`src/rtl/bu_pkg.sv`:
```
// Shared encodings for the branch unit: opcode, selector codes, FSM states.
package bu_pkg;
    localparam logic [3:0] OPC_BRANCH = 4'b0001;

    localparam logic [3:0] SEL_ALWAYS = 4'b0000;
    localparam logic [3:0] SEL_Z_SET  = 4'b0001;
    localparam logic [3:0] SEL_N_SET  = 4'b0010;
    localparam logic [3:0] SEL_O_SET  = 4'b0100;
    localparam logic [3:0] SEL_C_SET  = 4'b1000;
    localparam logic [3:0] SEL_Z_CLR  = 4'b1110;
    localparam logic [3:0] SEL_N_CLR  = 4'b1101;
    localparam logic [3:0] SEL_O_CLR  = 4'b1011;
    localparam logic [3:0] SEL_C_CLR  = 4'b0111;
    localparam logic [3:0] SEL_CALL   = 4'b1111;

    typedef enum logic [1:0] {
        ST_IDLE  = 2'd0,
        ST_WR_HI = 2'd1,
        ST_WR_LO = 2'd2
    } bu_state_t;
endpackage

```
`src/rtl/bu_cond_eval.sv`:
```
// Condition decoder: maps the 4-bit selector and the flags to a take decision
// and marks the call selector. Purely combinational.
// Assumes: unlisted selector codes are never taken.
module bu_cond_eval
    import bu_pkg::*;
(
    input  logic [3:0] sel,
    input  logic       flag_c,
    input  logic       flag_o,
    input  logic       flag_n,
    input  logic       flag_z,
    output logic       take,
    output logic       is_call
);
    // Decode the selector against the flag set.
    always_comb begin
        take    = 1'b0;
        is_call = 1'b0;
        case (sel)
            SEL_ALWAYS: take = 1'b1;
            SEL_Z_SET:  take = flag_z;
            SEL_N_SET:  take = flag_n;
            SEL_O_SET:  take = flag_o;
            SEL_C_SET:  take = flag_c;
            SEL_Z_CLR:  take = !flag_z;
            SEL_N_CLR:  take = !flag_n;
            SEL_O_CLR:  take = !flag_o;
            SEL_C_CLR:  take = !flag_c;
            SEL_CALL: begin
                take    = 1'b1;
                is_call = 1'b1;
            end
            default:    take = 1'b0;
        endcase
    end
endmodule

```
`src/rtl/bu_target_add.sv`:
```
// Target adder: sign-extends a split displacement and adds it to the base PC.
// Assumes PC_W >= OFF_W; the sum wraps modulo 2**PC_W.
module bu_target_add #(
    parameter int PC_W     = 32,
    parameter int WORD_W   = 16,
    parameter int OFF_HI_W = 8
) (
    input  logic [OFF_HI_W-1:0] off_hi,
    input  logic [WORD_W-1:0]   off_lo,
    input  logic [PC_W-1:0]     base,
    output logic [PC_W-1:0]     target
);
    localparam int OFF_W = OFF_HI_W + WORD_W;
    localparam int EXT_W = PC_W - OFF_W;

    logic [OFF_W-1:0] off;
    logic [PC_W-1:0]  off_sx;

    // Join the displacement halves and sign-extend to PC width.
    always_comb begin
        off    = {off_hi, off_lo};
        off_sx = {{EXT_W{off[OFF_W-1]}}, off};
    end

    // Modular add of base and displacement.
    always_comb target = base + off_sx;
endmodule

```
`src/rtl/bu_ctrl.sv`:
```
// Sequencer: accepts branches, returns results one cycle later, and runs the
// two-write return-address store for calls before reporting the target.
// Assumes PC_W == 2*WORD_W and byte addressing (ADDR_STEP bytes per word).
module bu_ctrl
    import bu_pkg::*;
#(
    parameter int PC_W   = 32,
    parameter int WORD_W = 16
) (
    input  logic              clk,
    input  logic              rst_n,
    input  logic              accept_ok,
    input  logic              take,
    input  logic              is_call,
    input  logic [PC_W-1:0]   base,
    input  logic [PC_W-1:0]   target,
    input  logic [PC_W-1:0]   sp,
    input  logic              mem_wr_ready,
    output logic              idle,
    output logic              mem_wr_valid,
    output logic [PC_W-1:0]   mem_wr_addr,
    output logic [WORD_W-1:0] mem_wr_data,
    output logic              res_valid,
    output logic              res_taken,
    output logic [PC_W-1:0]   res_pc
);
    localparam int ADDR_STEP = WORD_W / 8;

    bu_state_t          state;
    logic [PC_W-1:0]    ret_q;
    logic [PC_W-1:0]    tgt_q;
    logic [PC_W-1:0]    sp_q;

    // Idle flag and write-port outputs from the current state.
    always_comb begin
        idle         = (state == ST_IDLE);
        mem_wr_valid = (state != ST_IDLE);
        mem_wr_addr  = (state == ST_WR_LO) ? sp_q + PC_W'(ADDR_STEP) : sp_q;
        mem_wr_data  = (state == ST_WR_LO) ? ret_q[WORD_W-1:0]
                                            : ret_q[PC_W-1 -: WORD_W];
    end

    // State sequencing and result registers.
    always_ff @(posedge clk) begin
        if (!rst_n) begin
            state     <= ST_IDLE;
            ret_q     <= '0;
            tgt_q     <= '0;
            sp_q      <= '0;
            res_valid <= 1'b0;
            res_taken <= 1'b0;
            res_pc    <= '0;
        end else begin
            res_valid <= 1'b0;
            case (state)
                ST_IDLE: begin
                    if (accept_ok) begin
                        if (is_call) begin
                            state <= ST_WR_HI;
                            ret_q <= base;
                            tgt_q <= target;
                            sp_q  <= sp;
                        end else begin
                            res_valid <= 1'b1;
                            res_taken <= take;
                            res_pc    <= take ? target : base;
                        end
                    end
                end
                ST_WR_HI: begin
                    if (mem_wr_ready) state <= ST_WR_LO;
                end
                ST_WR_LO: begin
                    if (mem_wr_ready) begin
                        state     <= ST_IDLE;
                        res_valid <= 1'b1;
                        res_taken <= 1'b1;
                        res_pc    <= tgt_q;
                    end
                end
                default: state <= ST_IDLE;
            endcase
        end
    end

    AST_WR_HOLD: assert property (@(posedge clk) disable iff (!rst_n)
        mem_wr_valid && !mem_wr_ready |=> mem_wr_valid && $stable(mem_wr_addr) && $stable(mem_wr_data));
    AST_NO_RES_IN_WRITE: assert property (@(posedge clk) disable iff (!rst_n)
        mem_wr_valid |-> !res_valid);
    AST_CALL_DONE: assert property (@(posedge clk) disable iff (!rst_n)
        (state == ST_WR_LO) && mem_wr_ready |=> res_valid && res_taken);
    AST_HI_FIRST: assert property (@(posedge clk) disable iff (!rst_n)
        $rose(state == ST_WR_LO) |-> $past(state == ST_WR_HI));
endmodule

```
`src/rtl/branch_unit.sv`:
```
// Top of the conditional PC-relative branch unit. Decodes the opcode, checks
// the condition, forms the target and hands sequencing to bu_ctrl.
// Assumes pc_next is the address following the two-word branch.
module branch_unit
    import bu_pkg::*;
#(
    parameter int PC_W     = 32,
    parameter int WORD_W   = 16,
    parameter int OFF_HI_W = 8
) (
    input  logic              clk,
    input  logic              rst_n,
    input  logic              insn_valid,
    output logic              insn_ready,
    input  logic [WORD_W-1:0] insn_hi,
    input  logic [WORD_W-1:0] insn_ext,
    input  logic [PC_W-1:0]   pc_next,
    input  logic [PC_W-1:0]   sp,
    input  logic              flag_c,
    input  logic              flag_o,
    input  logic              flag_n,
    input  logic              flag_z,
    output logic              mem_wr_valid,
    input  logic              mem_wr_ready,
    output logic [PC_W-1:0]   mem_wr_addr,
    output logic [WORD_W-1:0] mem_wr_data,
    output logic              res_valid,
    output logic              res_taken,
    output logic [PC_W-1:0]   res_pc
);
    localparam int OPC_LSB = WORD_W - 4;
    localparam int SEL_LSB = WORD_W - 8;

    logic            take;
    logic            is_call;
    logic            idle;
    logic            is_branch;
    logic            accept_ok;
    logic [PC_W-1:0] target;

    // Opcode match and acceptance condition.
    always_comb begin
        is_branch  = (insn_hi[OPC_LSB +: 4] == OPC_BRANCH);
        insn_ready = idle;
        accept_ok  = idle && insn_valid && is_branch;
    end

    bu_cond_eval u_cond (
        .sel     (insn_hi[SEL_LSB +: 4]),
        .flag_c  (flag_c),
        .flag_o  (flag_o),
        .flag_n  (flag_n),
        .flag_z  (flag_z),
        .take    (take),
        .is_call (is_call)
    );

    bu_target_add #(.PC_W(PC_W), .WORD_W(WORD_W), .OFF_HI_W(OFF_HI_W)) u_add (
        .off_hi (insn_hi[OFF_HI_W-1:0]),
        .off_lo (insn_ext),
        .base   (pc_next),
        .target (target)
    );

    bu_ctrl #(.PC_W(PC_W), .WORD_W(WORD_W)) u_ctrl (
        .clk          (clk),
        .rst_n        (rst_n),
        .accept_ok    (accept_ok),
        .take         (take),
        .is_call      (is_call),
        .base         (pc_next),
        .target       (target),
        .sp           (sp),
        .mem_wr_ready (mem_wr_ready),
        .idle         (idle),
        .mem_wr_valid (mem_wr_valid),
        .mem_wr_addr  (mem_wr_addr),
        .mem_wr_data  (mem_wr_data),
        .res_valid    (res_valid),
        .res_taken    (res_taken),
        .res_pc       (res_pc)
    );

    AST_FAIL_KEEPS_PC: assert property (@(posedge clk) disable iff (!rst_n)
        res_valid && !res_taken |-> res_pc == $past(pc_next));
    AST_IGNORE_OTHER: assert property (@(posedge clk) disable iff (!rst_n)
        idle && !(insn_valid && is_branch) |=> !res_valid && !mem_wr_valid);
    AST_BUSY_NOT_READY: assert property (@(posedge clk) disable iff (!rst_n)
        mem_wr_valid |-> !insn_ready);
endmodule

```
`config.mk`:
```
export PLATFORM = sky130hd
export DESIGN_NAME = branch_unit
export DESIGN_NICKNAME = d
export VERILOG_FILES = /design/src/rtl/bu_pkg.sv /design/src/rtl/bu_cond_eval.sv /design/src/rtl/bu_target_add.sv /design/src/rtl/bu_ctrl.sv /design/src/rtl/branch_unit.sv
export SDC_FILE = /design/constraint.sdc
export NUM_CORES = 1
export LEC_CHECK = 0
export BUFFER_PORTS_ARGS = -buffer_cell sky130_fd_sc_hd__buf_2
export CAP_MARGIN = 25
export CORE_MARGIN = 5
export CORE_UTILIZATION = 45
export CTS_CLUSTER_DIAMETER = 80
export CTS_CLUSTER_SIZE = 8
export DETAILED_ROUTE_END_ITERATION = 12
export PLACE_DENSITY = 0.69
export SYNTH_ARGS = -nofsm -noshare
export SYNTH_HDL_FRONTEND = slang
export SYNTH_SLANG_ARGS = --single-unit
```
`constraint.sdc`:
```
create_clock -name clk -period 3.36 [get_ports clk]
set_input_delay 0.168 -clock clk [delete_from_list [all_inputs] [get_ports clk]]
set_output_delay 0.168 -clock clk [all_outputs]
set_load 0.005 [all_outputs]
```
==> flow_summary.toml, run 1 <==
[status]
outcome = "completed"

[floorplanning]
start_util_pct = 45.68
die-area_mm2 = 0.02018
ios = 188
core_area_mm2 = 0.01718
rows = 48
die_y_um = 142.0
dieWidth_um = 142.0

[global_route]
grt_start_max_net_pins = 64
grt_pass1_wl_um = 39430
grt-ovfl-total = 0
grt_pass1_vias = 7581
antenna_found_initial = 0
grt_usage_pct = 24.23

[routing]
dr.pass1.iters = 5
drt-wirelength-per-cell_um = 16.81
drt_iter0_markers = 602
vias = 8257
drc = 0
vias_per_cell = 5.519
wl_um = 25150
antenna_left = 0

[power_and_ir_drop]
comb_power_share_pct = 16.1
p_int_mw = 2.983
p_per_area_mw_per_mm2 = 413.7
p_leak_nw = 4.277
power.share.clock_pct = 45.0
ir_drop_uv = 331.8
seqPwrFrac_pct = 38.9
swShare_pct = 26.52
switchingPower_mw = 1.077

[synthesis]
synth_seq_cells = 132
ys_warn_count = 0
ys_seq_area_share_pct = 33.68
synth_cell_type_count = 77
syn_area_mm2 = 0.007846
synth_nets = 1212
synth_area_leaders = "dfxtp_1 (34%), nand2_1 (15%), a21oi_1 (8.8%)"
syn_area_per_cell_um2 = 7.299
syn_inst = 1075
yosysTopAreaCell = "dfxtp_1"
async_flop_share_pct = 0
synth_flop_cell = "dfxtp_1"
synth-edff-count = 0
synth_top_area_share_pct = 33.68

[timing]
relSlewSlack_pct = 36.17
post-route-period-util_pct = 91.04
rsz0062_at_grt = "no"
worst_slew_pin_slew_ns = 0.9574
tns_ns = 0
hold_violations = 0
maxSlewViolCount = 0
skew_ns = 0.006448
finalSetupViolCount = 0
period_needed_ns = 3.059
fmax_mhz = 326.9

[setup_path]
end_kind = "output pin"
slowest_delay_ns = 0.40
crit_family = "simple AND/OR/NAND/NOR gates"
path_max_fanout = 6
worstSetupStartpointType = "register"
path_cells = "nor2b_2, nand4_1, nor3_1, and2_1, and2b_1, and3_1, nand3_1, xnor2_1, buf_2"
worstPathBufferInverterCount = 1
crit_type = "reg2out"
crit_path_top_delay_cell = "dfxtp_1"
cp.arrival_ns = 2.89
cp.required_ns = 3.19

[clock_tree]
clock_sinks = 132
cts_setup_buffers = 0
cts_resized = 0
h-tree-depth = 4
cts_hold_buffers = 29
cts_root_buffer = "clkbuf_16"
clock_path_buffers = 2
cts_made_buffers = 17
clkLatencyLatePin_ns = 0.42
cts_tree = "yes"
clkSlewWorstSetupHoldPaths_ns = 0.05

[worst_hold_path]
hp-class = "in2reg"

[final_layout]
final_core_util_pct = 57.14
drive_above_1_share_pct = 20.57
synthToLayoutAreaGrowth_pct = 25.08
fill_cells = 1699
nets = 1394

[place]
place.gp.congestion = 0.8895
io_buffers = 187
dp_hpwl_um = 17820

[job]
drv_cap = 0
routing by layer:
| layer | routed length (µm) | GRT usage (%) | share of wire (%) |
|---|---|---|---|
| met3 | 1762 | 4.267 | 7.0 |
| met1 | 11580 | 32.84 | 46 |
| met2 | 11440 | 39.75 | 45 |
| met5 | 0 | 0 | 0 |
| met4 | 361 | 6.818 | 1.4 |
final timing paths:
check	end	cells past startpoint	from	slack, ns
max	mem_wr_addr[31]	9	u_ctrl.state[1]	0.30
min	u_ctrl.sp_q[31]	3	sp[31]	0.02
max reg2reg	u_ctrl.res_pc[15]	7	u_ctrl.state[1]	0.65
min reg2reg	u_ctrl.tgt_q[24]	2	u_ctrl.tgt_q[24]	0.45
cells in the final DEF, fill, tap and decap left out, drive strengths merged, types with 4 or more instances in the layout:
cell type / instances
a211oi: 5
a21o: 27
a21oi: 139
a311oi: 12
a31oi: 16
and2: 5
and3: 20
buf: 204
clkbuf: 23
clkinv: 4
dfxtp: 132
dlygate4sd3: 29
ha: 32
inv: 14
mux2i: 4
nand2: 312
nand2b: 7
nand3: 35
nand4: 7
nor2: 54
nor2b: 5
nor3: 12
o211ai: 15
o21a: 5
o21ai: 32
o22ai: 4
xnor2: 35
xor2: 19
power groups by stage:
stage | clock, mW | sequential, mW | combinational, mW
after floorplan | 0 | 1.61 | 0.413
after global placement | 0 | 1.61 | 0.615
after detailed placement | 0 | 1.61 | 0.613
after CTS | 1.86 | 1.58 | 0.644
after global routing | 1.94 | 1.58 | 0.716
final | 1.83 | 1.58 | 0.654
tightest hold or removal path, cell delays in order:
cell	delay, ns
buf_2	0.10
nand2_1	0.06
a21oi_1	0.05
synthesized netlist by cell type, drive strengths merged, types with 3 or more instances:
| master | instances |
|---|---|
| a211oi | 5 |
| a21o | 27 |
| a21oi | 139 |
| a311oi | 12 |
| a31o | 3 |
| a31oi | 16 |
| and2 | 5 |
| and3 | 20 |
| and4 | 3 |
| buf | 14 |
| clkbuf | 55 |
| dfxtp | 132 |
| ha | 32 |
| inv | 15 |
| mux2i | 4 |
| nand2 | 312 |
| nand2b | 7 |
| nand3 | 35 |
| nand3b | 3 |
| nand4 | 7 |
| nor2 | 54 |
| nor2b | 5 |
| nor3 | 12 |
| nor4 | 3 |
| o211ai | 15 |
| o21a | 5 |
| o21ai | 32 |
| o221ai | 3 |
| o22ai | 4 |
| or2 | 3 |
| or3 | 3 |
| xnor2 | 35 |
| xor2 | 19 |
cells by family (layout without fill, tap and decap cells):
| group | Yosys count | after routing | share of synthesized area, % |
|---|---|---|---|
| AOI/OAI and AO/OA | 284 | 284 | 22.74 |
| xor gates and xnor gates | 54 | 54 | 6.028 |
| adders and majority gates | 33 | 33 | 5.358 |
| buffers and inverters | 85 | 279 | 4.688 |
| DFF | 132 | 132 | 33.68 |
| muxes | 4 | 4 | 0.5103 |
| other | 0 | 2 | 0 |
| and+or+nand+nor | 483 | 483 | 27.00 |
sequential cells by signal, indices dropped and copies added (netlist names):
register / flops
u_ctrl.res_valid: 1
u_ctrl.sp_q: 32
u_ctrl.res_pc: 32
u_ctrl.ret_q: 32
u_ctrl.res_taken: 1
u_ctrl.tgt_q: 32
u_ctrl.state: 2
through the flow:
stage | power [mW] | setup WS (ns) | area (µm²) | hold WS [ns] | instances
after floorplan | 2.026 | 0.9345 | 7846 | 0.2988 | 1075
after global placement | 2.228 | 0.4193 | 8940 | 0.4116 | 1434
after detailed placement | 2.226 | 0.3259 | 8940 | 0.4143 | 1434
after CTS | 4.083 | 0.3053 | 9809 | 0.001111 | 1494
after global routing | 4.235 | 0.03514 | 9809 | 0.003791 | 1494
final | 4.060 | 0.3012 | 9814 | 0.01856 | 1496
layout make-up:
cell class | instances | area [µm²] | share of cell area [%]
Timing Repair Buffer | 233 | 1391 | 14.18
Antenna cell | 2 | 5.005 | 0.05099
Multi-Input combinational cell | 858 | 4857 | 49.49
Clock buffer | 23 | 478.0 | 4.870
Sequential cell | 132 | 2643 | 26.93
Tap cell | 225 | 281.5 | 2.868
Inverter | 15 | 57.56 | 0.5864
Clock inverter | 8 | 101.3 | 1.033
Note: power is estimated with default switching activity, not from simulation.
==> inputs of run 2 (changes only) <==
==> constraint.sdc (replaced) <==
create_clock -name clk -period 3.36 [get_ports clk]
set_input_delay 0.336 -clock clk [delete_from_list [all_inputs] [get_ports clk]]
set_output_delay 0.336 -clock clk [all_outputs]
set_load 0.005 [all_outputs]
==> run 2 against run 1 <==
Net effect:
- first-iteration DRC count down 14%
- via count down 1.8%
- total power down 2.1%
==> flow_summary.toml, run 2 (synthesized netlist as in run 1, its figures left out) <==
[status]
outcome = "completed"

[final_layout]
n_antenna_cell = 0
final_core_util_pct = 55.46
finish.cell_count_without_fillers = 1468
seq_area_mm2 = 0.002643
multi_input_area_mm2 = 0.004878
drive_above_1_share_pct = 21.40
layout_common_cells = "nand2_1 (312), buf_2 (187), a21oi_1 (138)"
nets = 1367
fill_cells = 1686
layout_commonest_cell = "nand2_1"
synthToLayoutAreaGrowth_pct = 21.42

[timing]
maxSlewViolCount = 0
skew_ns = 0.006676
period_needed_ns = 3.119
worst_slew_pin_slew_ns = 0.9176
fmax_mhz = 320.6
hold_violations = 0
finalSetupViolCount = 0
rsz0062_at_grt = "no"
tns_ns = 0
post-route-period-util_pct = 92.84
relSlewSlack_pct = 38.83

[job]
drv_cap = 0

[clock_tree]
clock_path_buffers = 2
cts_made_buffers = 17
clkLatencyLatePin_ns = 0.42
cts_root_buffer = "clkbuf_16"
cts_tree = "yes"
clock_sinks = 132
cts_setup_buffers = 0
cts_resized = 0
clkSlewWorstSetupHoldPaths_ns = 0.06
h-tree-depth = 4
cts_hold_buffers = 0

[global_route]
antenna_found_initial = 0
grt_pass1_vias = 7601
grt_usage_pct = 23.67
grt_start_max_net_pins = 83
grt-ovfl-total = 0
grt_pass1_wl_um = 38710

[power_and_ir_drop]
power.share.clock_pct = 44.5
seqPwrFrac_pct = 39.7
swShare_pct = 27.61
comb_power_share_pct = 15.8
switchingPower_mw = 1.097
ir_drop_uv = 330.2
p_leak_nw = 4.198
p_int_mw = 2.876
p_per_area_mw_per_mm2 = 417.1

[floorplanning]
dieWidth_um = 142.0
rows = 48
die-area_mm2 = 0.02018
ios = 188
die_y_um = 142.0
start_util_pct = 45.68
core_area_mm2 = 0.01718

[setup_path]
cp.required_ns = 3.02
cp.arrival_ns = 2.78
crit_top_cell = "and3_1"
crit_path_top_delay_cell = "dfxtp_1"
path_cells = "and3_1, and3_1, nand3_1, nor3_4, and2_4, and2b_1, and3_1, nand3_1, xnor2_1, buf_2"
path_max_fanout = 5
worstPathBufferInverterCount = 1
end_kind = "output pin"
worstSetupStartpointType = "register"
crit_type = "reg2out"
crit_family = "simple AND/OR/NAND/NOR gates"
slowest_delay_ns = 0.41

[routing]
dr.pass1.iters = 5
vias = 8112
antenna_left = 0
wl_um = 24380
drt-wirelength-per-cell_um = 16.61
vias_per_cell = 5.526
drc = 0
drt_iter0_markers = 516

[worst_hold_path]
hp-class = "in2reg"

[place]
dp_hpwl_um = 17520
io_buffers = 187
placed_cells = 1436
place.gp.congestion = 0.8779
-- run 2: path summary, 6_finish.rpt --
| check | from | to | slack, ns | cells past startpoint |
|---|---|---|---|---|
| max | u_ctrl.sp_q[5] | mem_wr_addr[31] | 0.24 | 10 |
| min reg2reg | u_ctrl.tgt_q[25] | u_ctrl.tgt_q[25] | 0.45 | 2 |
| min | sp[21] | u_ctrl.sp_q[21] | 0.15 | 3 |
| max reg2reg | u_ctrl.state[1] | u_ctrl.res_pc[15] | 0.66 | 8 |
-- run 2: worst min-delay path, cell delays in order --
cell and delay (ns):
buf_2 0.09, nand2_1 0.04, a21oi_1 0.05
-- run 2: area by class of cell --
| cell class | count | share of cell area [%] |
|---|---|---|
| sequential | 132 | 27.74 |
| clock buffer | 21 | 4.833 |
| timing repair buffer | 206 | 11.58 |
| multi-input combinational | 858 | 51.21 |
| inverter | 15 | 0.6042 |
| clock inverter | 11 | 1.077 |
| tap | 225 | 2.955 |
-- run 2: metrics by stage --
stage                     setup slack [ns]  power, mW  cell area, µm²  hold WS [ns]
after floorplan                     0.7665      2.026            7846        0.4288
after global placement              0.4078      2.228            8941        0.4373
after detailed placement            0.3585      2.228            8941        0.4405
after CTS                           0.1478      3.996            9504        0.1410
after global routing              0.007103      4.136            9527        0.1457
final                               0.2406      3.973            9527        0.1512
-- run 2: power by group through the flow --
stage          combinational (mW)  clock [mW]  sequential (mW)
5_1_grt                     0.692        1.87             1.58
4_1_cts                     0.621        1.80             1.58
3_5_place_dp                0.615           0             1.61
6_report                    0.628        1.77             1.58
2_1_floorplan               0.413           0             1.61
3_3_place_gp                0.616           0             1.61
-- run 2: metal layers --
| layer | vias to the layer above | part of all wire [%] | GRT usage (%) |
|---|---|---|---|
| met3 | 31 | 7.9 | 3.595 |
| met2 | 300 | 45 | 38.01 |
| met5 | - | 0 | 0 |
| met4 | 0 | 2.2 | 9.040 |
| li1 | 4040 | - | - |
| met1 | 3741 | 45 | 32.15 |
==> inputs of run 3 (changes only) <==
CELL_PAD_IN_SITES_DETAIL_PLACEMENT = 1   (was not set)
CELL_PAD_IN_SITES_GLOBAL_PLACEMENT = 2   (was not set)
CORE_UTILIZATION = 30   (was 45)
PLACE_DENSITY = not set   (was 0.69)
PLACE_DENSITY_LB_ADDON = 0.1   (was not set)
==> run 3 against run 2 <==
Net effect:
- final cell count increased by 7.9%
- utilization fell by 18 points
- worst hold slack worse by 0.0042 ns
- flip-flop and latch count stayed put
- maximum frequency is 0.61% higher
- critical path depth unchanged
- clock skew grew 0.0079 ns
- total power is 7.5% higher
- sequential share of layout area down 0.80 points
- design area up 3.0%
- die area grew 46%
- critical path type unchanged
- critical endpoint is now mem_wr_addr[29]
==> flow_summary.toml, run 3 (synthesized netlist as in run 1, its figures left out) <==
[floorplanning]
rows = 59
core_area_mm2 = 0.02591
die_y_um = 171.7
ios = 188
start_util_pct = 30.28
die-area_mm2 = 0.02949
dieWidth_um = 171.7

[clock_tree]
cts_made_buffers = 17
h-tree-depth = 4
cts_root_buffer = "clkbuf_16"
clock_sinks = 132
clkLatencyLatePin_ns = 0.43
cts_tree = "yes"
clkSlewWorstSetupHoldPaths_ns = 0.07
clock_path_buffers = 2
cts_hold_buffers = 0

[final_layout]
drive_above_1_share_pct = 22.18
nets = 1373
layout_common_cells = "nand2_1 (312), buf_2 (187), a21oi_1 (137)"
layout_commonest_cell = "nand2_1"
final_core_util_pct = 37.86
n_antenna_cell = 0
synthToLayoutAreaGrowth_pct = 25.04
finalInstanceArea_mm2 = 0.009811

[setup_path]
slowest_delay_ns = 0.40
cp.required_ns = 3.02
crit_path_top_delay_cell = "dfxtp_1"
cp.arrival_ns = 2.76
path_max_fanout = 5
worstSetupStartpointType = "register"
end_kind = "output pin"
crit_top_cell = "and3_1"
worstPathBufferInverterCount = 1
path_cells = "and3_1, and3_1, nand3_1, nor3_4, and2_4, and2b_2, and3_1, nand3_1, xnor2_1, buf_2"
crit_type = "reg2out"
crit_family = "simple AND/OR/NAND/NOR gates"

[routing]
antenna_left = 0
dr_wl_met3_um = 1221
dr_wl_met2_um = 14180
drt_iter0_markers = 388
wl_met1_um = 14160
drc = 0
wl_um = 29820
dr.pass1.iters = 5
vias_per_cell = 5.112
vias = 8098
dr.max_layer_used = "met4"
drt-wirelength-per-cell_um = 18.83

[place]
dp_hpwl_um = 22090
placed_area_mm2 = 0.009153
place.gp.congestion = 0.8190
io_buffers = 187
place_ws_ns = 0.2111

[timing]
relSlewSlack_pct = 47.82
fmax_mhz = 322.5
tns_ns = 0
hold_violations = 0
finalSetupViolCount = 0
maxSlewViolCount = 0
skew_ns = 0.01461
setup_ws_ns = 0.2595
worst_slew_pin_slew_ns = 0.7827
period_needed_ns = 3.101
post-route-period-util_pct = 92.28
rsz0062_at_grt = "no"

[power_and_ir_drop]
power_mw = 4.272
ir_drop_uv = 308.6
p_per_area_mw_per_mm2 = 435.5
p_leak_nw = 4.261

[job]
drv_cap = 0

[global_route]
grt_usage_pct = 19.90
grt_pass1_wl_um = 46240
antenna_found_initial = 0
grt_pass1_vias = 8188
grt_start_max_net_pins = 67
grt-ovfl-total = 0

[worst_hold_path]
hp-class = "in2reg"

[status]
outcome = "completed"
-- run 3: cell types whose count changed in the layout (fill, tap and decap cells not counted), moves of 2 or more --
cell / before / now
bufinv_16: 1 / 3
buf_4: 17 / 21
inv_6: 1 / 5
clkbuf_8: 2 / 0
inv_8: 0 / 3
clkinv_2: 4 / 1
clkinv_4: 3 / 0
-- run 3: metal layers --
| layer | vias up | global-route usage, % |
|---|---|---|
| met1 | 3862 | 27.17 |
| met4 | 0 | 3.583 |
| met2 | 165 | 33.71 |
| met5 | - | 0 |
| met3 | 18 | 2.988 |
| li1 | 4053 | - |
-- run 3: power breakdown --
group / internal, mW / switching (mW)
Clock: 1.20 / 0.831
Sequential: 1.57 / 0.00460
Combinational: 0.256 / 0.412
Total: 3.02 / 1.25
-- run 3: worst register-to-register path: stages, from the launching register on --
cell     delay, ns
dfxtp_1       0.37
or2_2         0.35
nor4_4        0.35
nand2_1       0.23
a21oi_2       0.26
nand3_1       0.35
or4_1         0.62
nand3_1       0.08
-- run 3: path summary, 6_finish.rpt --
kind | start | end | slack [ns] | cells past startpoint
max reg2reg | u_ctrl.state[0] | u_ctrl.res_pc[15] | 0.69 | 7
min reg2reg | u_ctrl.tgt_q[24] | u_ctrl.tgt_q[24] | 0.45 | 2
max | u_ctrl.sp_q[5] | mem_wr_addr[29] | 0.26 | 10
min | sp[23] | u_ctrl.sp_q[23] | 0.15 | 3
-- run 3: final cells by class --
type / count / area (µm²)
Tap cell: 335 / 419.2
Sequential cell: 132 / 2643
Inverter: 15 / 57.56
Fill cell: 3241 / 16100
Multi-Input combinational cell: 858 / 4891
Clock inverter: 14 / 190.2
Clock buffer: 18 / 429.2
Timing Repair Buffer: 212 / 1181
-- run 3: stage by stage --
stage,instances,hold slack [ns]
floorplan,1075,0.4288
global placement,1550,0.4421
detailed placement,1551,0.4454
CTS,1583,0.1315
global route,1584,0.1425
finish,1584,0.1470
-- run 3: repair_timing --
action	in CTS	in global routing
hold endpoints to repair	0	0
gates resized for setup	1	6
buffers inserted	0	1
setup endpoints to repair	1	4
pin swaps	0	1
